**src/rtl/ubg_pkg.sv**
```systemverilog
package ubg_pkg;
    localparam int FRAC_BITS = 3;
    localparam int PRE_W     = 9;
    localparam int DIV_W     = 16;
    localparam int OVS_W     = 4;
    localparam int OVS_CW    = OVS_W + 1;
    localparam int ADDR_W    = 3;
    localparam int DATA_W    = 8;
    localparam int ACC_W     = PRE_W + 1;
    localparam int OVS_MIN   = 4;
    localparam int OVS_MAX   = 16;

    localparam logic [PRE_W-1:0] PRE_UNITY = PRE_W'(1 << FRAC_BITS);
    localparam logic [PRE_W-1:0] PRE_RESET = PRE_W'(271);

    typedef enum logic [ADDR_W-1:0] {
        A_DIV_LO = 3'd0,
        A_DIV_HI = 3'd1,
        A_PRE_LO = 3'd2,
        A_PRE_HI = 3'd3,
        A_OVS    = 3'd4,
        A_CTRL   = 3'd5
    } reg_addr_e;

    typedef struct packed {
        logic [DIV_W-1:0] div;
        logic [PRE_W-1:0] pre;
        logic [OVS_W-1:0] ovs;
        logic             ext_en;
        logic             pre_en;
    } cfg_t;
endpackage

```
**src/rtl/ubg_regs.sv**
```systemverilog
module ubg_regs
    import ubg_pkg::*;
(
    input  logic              clk,
    input  logic              rst_n,
    input  logic              wr_en,
    input  logic [ADDR_W-1:0] wr_addr,
    input  logic [DATA_W-1:0] wr_data,
    input  logic [ADDR_W-1:0] rd_addr,
    output logic [DATA_W-1:0] rd_data,
    output cfg_t              cfg,
    output logic              div_wr,
    output logic              pre_wr
);
    cfg_t cfg_d, cfg_q;

    always_comb begin
        cfg_d  = cfg_q;
        div_wr = 1'b0;
        pre_wr = 1'b0;
        if (wr_en) begin
            case (reg_addr_e'(wr_addr))
                A_DIV_LO: begin
                    cfg_d.div[7:0] = wr_data;
                    div_wr         = 1'b1;
                end
                A_DIV_HI: begin
                    cfg_d.div[15:8] = wr_data;
                    div_wr          = 1'b1;
                end
                A_PRE_LO: if (cfg_q.ext_en) begin
                    cfg_d.pre = {1'b0, wr_data};
                    pre_wr    = 1'b1;
                end
                A_PRE_HI: if (cfg_q.ext_en) begin
                    cfg_d.pre[PRE_W-1] = wr_data[0];
                    pre_wr             = 1'b1;
                end
                A_OVS: cfg_d.ovs = wr_data[OVS_W-1:0];
                A_CTRL: begin
                    cfg_d.ext_en = wr_data[0];
                    cfg_d.pre_en = wr_data[1];
                    pre_wr       = 1'b1;
                end
                default: ;
            endcase
        end
    end

    always_comb begin
        case (reg_addr_e'(rd_addr))
            A_DIV_LO: rd_data = cfg_q.div[7:0];
            A_DIV_HI: rd_data = cfg_q.div[15:8];
            A_PRE_LO: rd_data = cfg_q.pre[7:0];
            A_PRE_HI: rd_data = {7'd0, cfg_q.pre[PRE_W-1]};
            A_OVS:    rd_data = {{(DATA_W-OVS_W){1'b0}}, cfg_q.ovs};
            A_CTRL:   rd_data = {6'd0, cfg_q.pre_en, cfg_q.ext_en};
            default:  rd_data = '0;
        endcase
    end

    always_ff @(posedge clk) begin
        if (!rst_n) begin
            cfg_q.div    <= DIV_W'(1);
            cfg_q.pre    <= PRE_RESET;
            cfg_q.ovs    <= '0;
            cfg_q.ext_en <= 1'b0;
            cfg_q.pre_en <= 1'b0;
        end else begin
            cfg_q <= cfg_d;
        end
    end

    assign cfg = cfg_q;
endmodule

```
**src/rtl/ubg_prescaler.sv**
```systemverilog
module ubg_prescaler
    import ubg_pkg::*;
(
    input  logic             clk,
    input  logic             rst_n,
    input  logic             clr,
    input  logic [PRE_W-1:0] step,
    output logic             tick
);
    typedef struct packed {
        logic [ACC_W-1:0] acc;
        logic             tick;
    } st_t;

    st_t st_d, st_q;
    logic [ACC_W-1:0] sum;

    always_comb begin
        st_d      = st_q;
        st_d.tick = 1'b0;
        sum       = st_q.acc + ACC_W'(PRE_UNITY);
        if (clr) begin
            st_d.acc = '0;
        end else if (sum >= ACC_W'(step)) begin
            st_d.acc  = sum - ACC_W'(step);
            st_d.tick = 1'b1;
        end else begin
            st_d.acc = sum;
        end
    end

    always_ff @(posedge clk) begin
        if (!rst_n) st_q <= '0;
        else        st_q <= st_d;
    end

    assign tick = st_q.tick;
endmodule

```
**src/rtl/ubg_count_stage.sv**
```systemverilog
module ubg_count_stage #(
    parameter int W = 16
) (
    input  logic         clk,
    input  logic         rst_n,
    input  logic         clr,
    input  logic         tick_in,
    input  logic [W-1:0] limit,
    output logic         tick_out
);
    typedef struct packed {
        logic [W-1:0] cnt;
        logic         tick;
    } st_t;

    st_t st_d, st_q;

    always_comb begin
        st_d      = st_q;
        st_d.tick = 1'b0;
        if (clr) begin
            st_d.cnt = '0;
        end else if (tick_in) begin
            if (st_q.cnt >= limit - W'(1)) begin
                st_d.cnt  = '0;
                st_d.tick = 1'b1;
            end else begin
                st_d.cnt = st_q.cnt + W'(1);
            end
        end
    end

    always_ff @(posedge clk) begin
        if (!rst_n) st_q <= '0;
        else        st_q <= st_d;
    end

    assign tick_out = st_q.tick;
endmodule

```
**src/rtl/uart_baud_gen.sv**
```systemverilog
module uart_baud_gen
    import ubg_pkg::*;
(
    input  logic              clk,
    input  logic              rst_n,
    input  logic              wr_en,
    input  logic [ADDR_W-1:0] wr_addr,
    input  logic [DATA_W-1:0] wr_data,
    input  logic [ADDR_W-1:0] rd_addr,
    output logic [DATA_W-1:0] rd_data,
    output logic              sample_tick,
    output logic              bit_tick
);
    cfg_t              cfg_s;
    logic              div_wr, pre_wr, pre_tick, restart;
    logic              pend_d, pend_q;
    logic [PRE_W-1:0]  pre_eff;
    logic [DIV_W-1:0]  div_eff;
    logic [OVS_CW-1:0] ovs_eff;

    ubg_regs i_regs (
        .clk(clk), .rst_n(rst_n), .wr_en(wr_en), .wr_addr(wr_addr),
        .wr_data(wr_data), .rd_addr(rd_addr), .rd_data(rd_data),
        .cfg(cfg_s), .div_wr(div_wr), .pre_wr(pre_wr)
    );

    always_comb begin
        if (!cfg_s.ext_en)                 pre_eff = PRE_RESET;
        else if (!cfg_s.pre_en)            pre_eff = PRE_UNITY;
        else if (cfg_s.pre < PRE_UNITY)    pre_eff = PRE_UNITY;
        else                               pre_eff = cfg_s.pre;

        div_eff = (cfg_s.div == '0) ? DIV_W'(1) : cfg_s.div;

        if (cfg_s.ovs < OVS_W'(OVS_MIN))   ovs_eff = OVS_CW'(OVS_MAX);
        else                               ovs_eff = OVS_CW'(cfg_s.ovs);

        restart = pend_q && pre_tick;
        if (div_wr)       pend_d = 1'b1;
        else if (restart) pend_d = 1'b0;
        else              pend_d = pend_q;
    end

    always_ff @(posedge clk) begin
        if (!rst_n) pend_q <= 1'b0;
        else        pend_q <= pend_d;
    end

    ubg_prescaler i_pre (
        .clk(clk), .rst_n(rst_n), .clr(pre_wr), .step(pre_eff), .tick(pre_tick)
    );

    ubg_count_stage #(.W(DIV_W)) i_div (
        .clk(clk), .rst_n(rst_n), .clr(restart), .tick_in(pre_tick),
        .limit(div_eff), .tick_out(sample_tick)
    );

    ubg_count_stage #(.W(OVS_CW)) i_ovs (
        .clk(clk), .rst_n(rst_n), .clr(restart), .tick_in(sample_tick),
        .limit(ovs_eff), .tick_out(bit_tick)
    );
endmodule

```
**config.mk**
```make
export PLATFORM = sky130hd
export DESIGN_NAME = uart_baud_gen
export DESIGN_NICKNAME = d
export VERILOG_FILES = /design/src/rtl/ubg_pkg.sv /design/src/rtl/ubg_regs.sv /design/src/rtl/ubg_prescaler.sv /design/src/rtl/ubg_count_stage.sv /design/src/rtl/uart_baud_gen.sv
export SDC_FILE = /design/constraint.sdc
export NUM_CORES = 1
export LEC_CHECK = 0
export BUFFER_PORTS_ARGS = -buffer_cell sky130_fd_sc_hd__buf_2
export CORE_ASPECT_RATIO = 1.1
export CORE_MARGIN = 5
export CORE_UTILIZATION = 35
export DETAILED_ROUTE_END_ITERATION = 12
export MAX_ROUTING_LAYER = met4
export PLACE_DENSITY = 0.56
export RECOVER_POWER = 100
export SLEW_MARGIN = 0
export SYNTH_ARGS = -nofsm -noshare
export SYNTH_HDL_FRONTEND = slang
export SYNTH_SLANG_ARGS = --single-unit
```
**constraint.sdc**
```tcl
create_clock -name clk -period 11.66 [get_ports clk]
set_clock_uncertainty 0.2 [all_clocks]
set_input_delay 0.583 -clock clk [delete_from_list [all_inputs] [get_ports clk]]
set_output_delay 0.583 -clock clk [all_outputs]
set_load 0.01 [all_outputs]
```
==> impl_summary.log <==
[metrics] final hold violation count: 0
[metrics] grt total ovfl: 0
[metrics] Final TNS setup: 0 ns
[metrics] mean instance size in the synthesized netlist: 7.82 um2
[metrics] Slew Viols, Final: 0
[metrics] number of top-level design ports: 27
[metrics] antenna violations before repair: 0
[metrics] Reg2Reg Setup Slack: 6.89 ns
[metrics] number of stages on the worst hold path: 2
[metrics] number of buffers on the longest clock path: 2
[metrics] TritonCTS Buffers: 9
[metrics] Worst Setup Start Kind: register
[metrics] number of design rule violations left after detail routing: 0
[metrics] Starting Density: 0.354
[metrics] number of nets in the layout: 608
[metrics] Critical-path top delay cell: sky130_fd_sc_hd__or4_1
[metrics] highest ir drop seen on vdd: 57.4 uV
[metrics] most used cell along the critical path: sky130_fd_sc_hd__nor2_1
[metrics] reg-to-reg critical path startpoint: i_regs.cfg[23]$_SDFFE_PN0P_
[metrics] Cell Pwr Density: 122 mW/mm2
[metrics] part of the power in registers: 0.405
[metrics] quantity of hold-fixing buffers added after cts: 0
[metrics] Most used DFF post-synth: sky130_fd_sc_hd__dfxtp_1
[metrics] Critical Setup Path Class: reg -> reg
[metrics] WHS Endpoint: i_regs.cfg[6]$_SDFFE_PN1P_
[metrics] initial DRC count: 240
[metrics] die boundary height: 125 um
[metrics] top-area cell type share of the netlist area: 0.313
[metrics] remaining number of nets flagged by the antenna check after routing: 0
[metrics] top cells by area in the synthesized netlist: sky130_fd_sc_hd__dfxtp_1, sky130_fd_sc_hd__ha_1, sky130_fd_sc_hd__nand2_1
[metrics] largest net degree at the start of global routing: 36
[metrics] ratio of final minimum period to clock period: 0.409
[metrics] Tmin final: 4.77 ns
[metrics] Clock Tree Root: sky130_fd_sc_hd__clkbuf_16
[metrics] overall routing resource usage: 0.148
[metrics] routability congestion estimate from global placement: 0.915
[metrics] number of setup violations in the final report: 0
[metrics] Clock power frac: 0.484
[metrics] relative slew slack: 0.303
[metrics] number of rows in the core area: 42
[metrics] layout overhead on the synthesized area: 12.5%
[metrics] Worst path max stage delay: 0.79 ns
[metrics] post-CTS clock slew at the launch and capture registers of the worst setup and hold paths: 0.06 ns
[metrics] total of buffers placed on input and output ports: 26
[metrics] Total Routed Length: 9980 um
[metrics] worst slew pin tran: 1.04 ns
[metrics] Die Footprint: 0.0144 mm2
[metrics] Achievable Freq: 0.210 GHz
[metrics] antenna cells: 0
[metrics] Pleak: 1.90 nW
[metrics] async set-reset flop share out of synthesis: 0
[metrics] 1st-pass router iterations: 4
[metrics] cell internal power dissipation: 439 uW
[metrics] min-delay worst type: reg -> reg
[metrics] wire length per cell: 14.0 um
[metrics] H-tree lvl count: 3
[metrics] Detail Placement HPWL: 7740 um
[metrics] nature of the critical path endpoint: register
[metrics] logic depth of the worst register-to-register path: 19
[metrics] setup repair after global routing missed its margin: false
[metrics] count of vias placed by the detailed router: 3629
[metrics] Sw Pwr: 141 uW
[metrics] core utilization of the finished layout: 0.399
[metrics] CTS sink cnt: 66
[metrics] max cap viols: 0
[metrics] number of instances in the synthesized netlist: 540
[metrics] number of enable-type register cells in the synthesized netlist: 0
[metrics] DR vias/cell: 5.08
[metrics] register bit total from synthesis: 66
[metrics] TritonCTS clock tree: yes
[metrics] post_cts resized: 0
[metrics] share of post-route cells with drive strength above 1: 0.0607
[metrics] die span in x: 115 um
[metrics] Crit path arrival time: 4.83 ns
[metrics] outcome: complete, no violations
[metrics] data required time at the worst endpoint: 11.72 ns
[metrics] top cell type by total area after synthesis: sky130_fd_sc_hd__dfxtp_1
[metrics] area of the placeable core: 0.0119 mm2
[metrics] sequential share of the synthesized area: 0.313
[metrics] ordered list of cells on the worst path: or4_1 > or3_1 > nor3_1 > nand2_1 > nor2_1 > nor2_1 > ha_1 > nand2_1 > or3_1 > or2_0 > nor3_1 > xnor2_1 > ha_1 > a21o_1 > a21o_1 > a21oi_1 > nor2b_1 > or4_1 > nor2_1
[metrics] number of global-route vias before repair: 3508
[metrics] Cell Area, Synth: 0.00423 mm2
[metrics] Worst R2R End: i_div.st_q[14]$_SDFFE_PP0P_
[metrics] worst min-delay path startpoint: i_regs.cfg[6]$_SDFFE_PN1P_
[metrics] post-synthesis net count: 593
[metrics] Comb pwr share: 0.111
[metrics] switching power share of the total: 0.243
[metrics] yosys synthesis warning count: 0
[metrics] first-pass GRT wire length: 16800 um
[metrics] Crit Path Max Fanout: 16
[metrics] distinct cell type count of the synthesized netlist: 46
[metrics] worst-skew pair later-pin latency: 0.33 ns
[metrics] Setup Buffers After CTS: 0
## flip-flops by register name, summed over array words and instances, names as in the netlist
signal	count
i_pre.st_q	10
i_div.st_q	16
i_ovs.st_q	5
i_pre.tick	1
i_regs.cfg	31
i_div.tick_out	1
i_ovs.tick_out	1
pend_q	1
## metrics by stage
step | cell area [um2] | hold slack (ns) | power (mW) | setup WS, ns | cells
floorplan | 4230 | 0.258 | 0.287 | 7.40 | 540
global placement | 4460 | 0.287 | 0.303 | 7.16 | 698
detailed placement | 4460 | 0.286 | 0.305 | 7.05 | 698
CTS | 4780 | 0.295 | 0.587 | 7.03 | 714
global route | 4750 | 0.317 | 0.606 | 6.53 | 714
finish | 4750 | 0.291 | 0.579 | 6.89 | 714
## Yosys cell counts (3+ instances only)
cell and count:
sky130_fd_sc_hd__and3_1 7, sky130_fd_sc_hd__xnor2_1 15, sky130_fd_sc_hd__o211ai_1 4, sky130_fd_sc_hd__and2_1 5, sky130_fd_sc_hd__mux2i_1 19, sky130_fd_sc_hd__nand3_1 31, sky130_fd_sc_hd__clkbuf_1 18, sky130_fd_sc_hd__nand4_1 9
sky130_fd_sc_hd__o21ai_1 3, sky130_fd_sc_hd__inv_1 14, sky130_fd_sc_hd__nor3_1 14, sky130_fd_sc_hd__a211oi_1 4, sky130_fd_sc_hd__nand2_1 90, sky130_fd_sc_hd__nor2_1 63, sky130_fd_sc_hd__o21ai_0 12, sky130_fd_sc_hd__xor2_1 20
sky130_fd_sc_hd__a21o_1 7, sky130_fd_sc_hd__nand2b_1 5, sky130_fd_sc_hd__buf_2 3, sky130_fd_sc_hd__and4_1 5, sky130_fd_sc_hd__ha_1 35, sky130_fd_sc_hd__o21a_1 4, sky130_fd_sc_hd__dfxtp_1 66, sky130_fd_sc_hd__a31oi_1 3
sky130_fd_sc_hd__nor2b_1 14, sky130_fd_sc_hd__a21boi_0 21, sky130_fd_sc_hd__a21oi_1 26
## layout by cell type, fill, tap and decap left out, types with 15 or more instances in the layout
master                     instances
sky130_fd_sc_hd__nand2_1          90
sky130_fd_sc_hd__nor2_1           63
sky130_fd_sc_hd__a21boi_0         21
sky130_fd_sc_hd__ha_1             35
sky130_fd_sc_hd__mux2i_1          19
sky130_fd_sc_hd__nand3_1          31
sky130_fd_sc_hd__a21oi_1          26
sky130_fd_sc_hd__xnor2_1          15
sky130_fd_sc_hd__dfxtp_1          66
sky130_fd_sc_hd__xor2_1           20
## how the worst max path moves through the flow
| stage | start | to | cells past startpoint |
|---|---|---|---|
| after floorplan | i_regs.cfg[23]$_SDFFE_PN0P_ | i_div.st_q[10]$_SDFFE_PP0P_ | 21 |
| after global placement | i_regs.cfg[23]$_SDFFE_PN0P_ | i_div.st_q[4]$_SDFFE_PP0P_ | 19 |
| after detailed placement | i_regs.cfg[23]$_SDFFE_PN0P_ | i_div.st_q[14]$_SDFFE_PP0P_ | 19 |
| after CTS | i_regs.cfg[23]$_SDFFE_PN0P_ | i_div.st_q[14]$_SDFFE_PP0P_ | 19 |
| after global routing | i_regs.cfg[23]$_SDFFE_PN0P_ | i_div.st_q[12]$_SDFFE_PP0P_ | 19 |
| final | i_regs.cfg[23]$_SDFFE_PN0P_ | i_div.st_q[14]$_SDFFE_PP0P_ | 19 |
## kinds of logic after synthesis
kind of cell,after synthesis,share of synthesized area
mux,21,0.0503
fa+ha+maj,36,0.108
compound gates,89,0.138
flops,66,0.313
simple gates,257,0.285
xor+xnor,35,0.0726
buf+inv,36,0.0329
## area by class of cell
cell class                      count  area (um2)
Clock buffer                       13         270
Clock inverter                      3        46.3
Fill cell                        1235        7170
Tap cell                          154         193
Inverter                           14        52.6
Sequential cell                    66        1320
Multi-Input combinational cell    438        2760
Timing Repair Buffer               26         115
## critical path, delay by kind of cell, from the launching register on
family | cells | cell delay, ns
xor+xnor | 1 | 0.14
fa+ha+maj | 2 | 0.39
simple gates | 13 | 3.12
flops | 1 | 0.36
compound gates | 3 | 0.50
## power by group through the flow
stage	clock network, mW	logic, mW	registers [mW]
final	0.280	0.0645	0.235
after global routing	0.297	0.0733	0.235
after CTS	0.287	0.0655	0.235
after detailed placement	0	0.0651	0.240
after global placement	0	0.0640	0.239
after floorplan	0	0.0496	0.238
## layer usage
metal	share of wire	up-vias	track usage
li1	-	1899	-
met1	0.46	1659	0.187
met2	0.49	57	0.237
met3	0.041	14	0.0333
met4	0.014	0	0.0435
met5	0	-	-
Note: power is estimated with default switching activity, not from simulation.
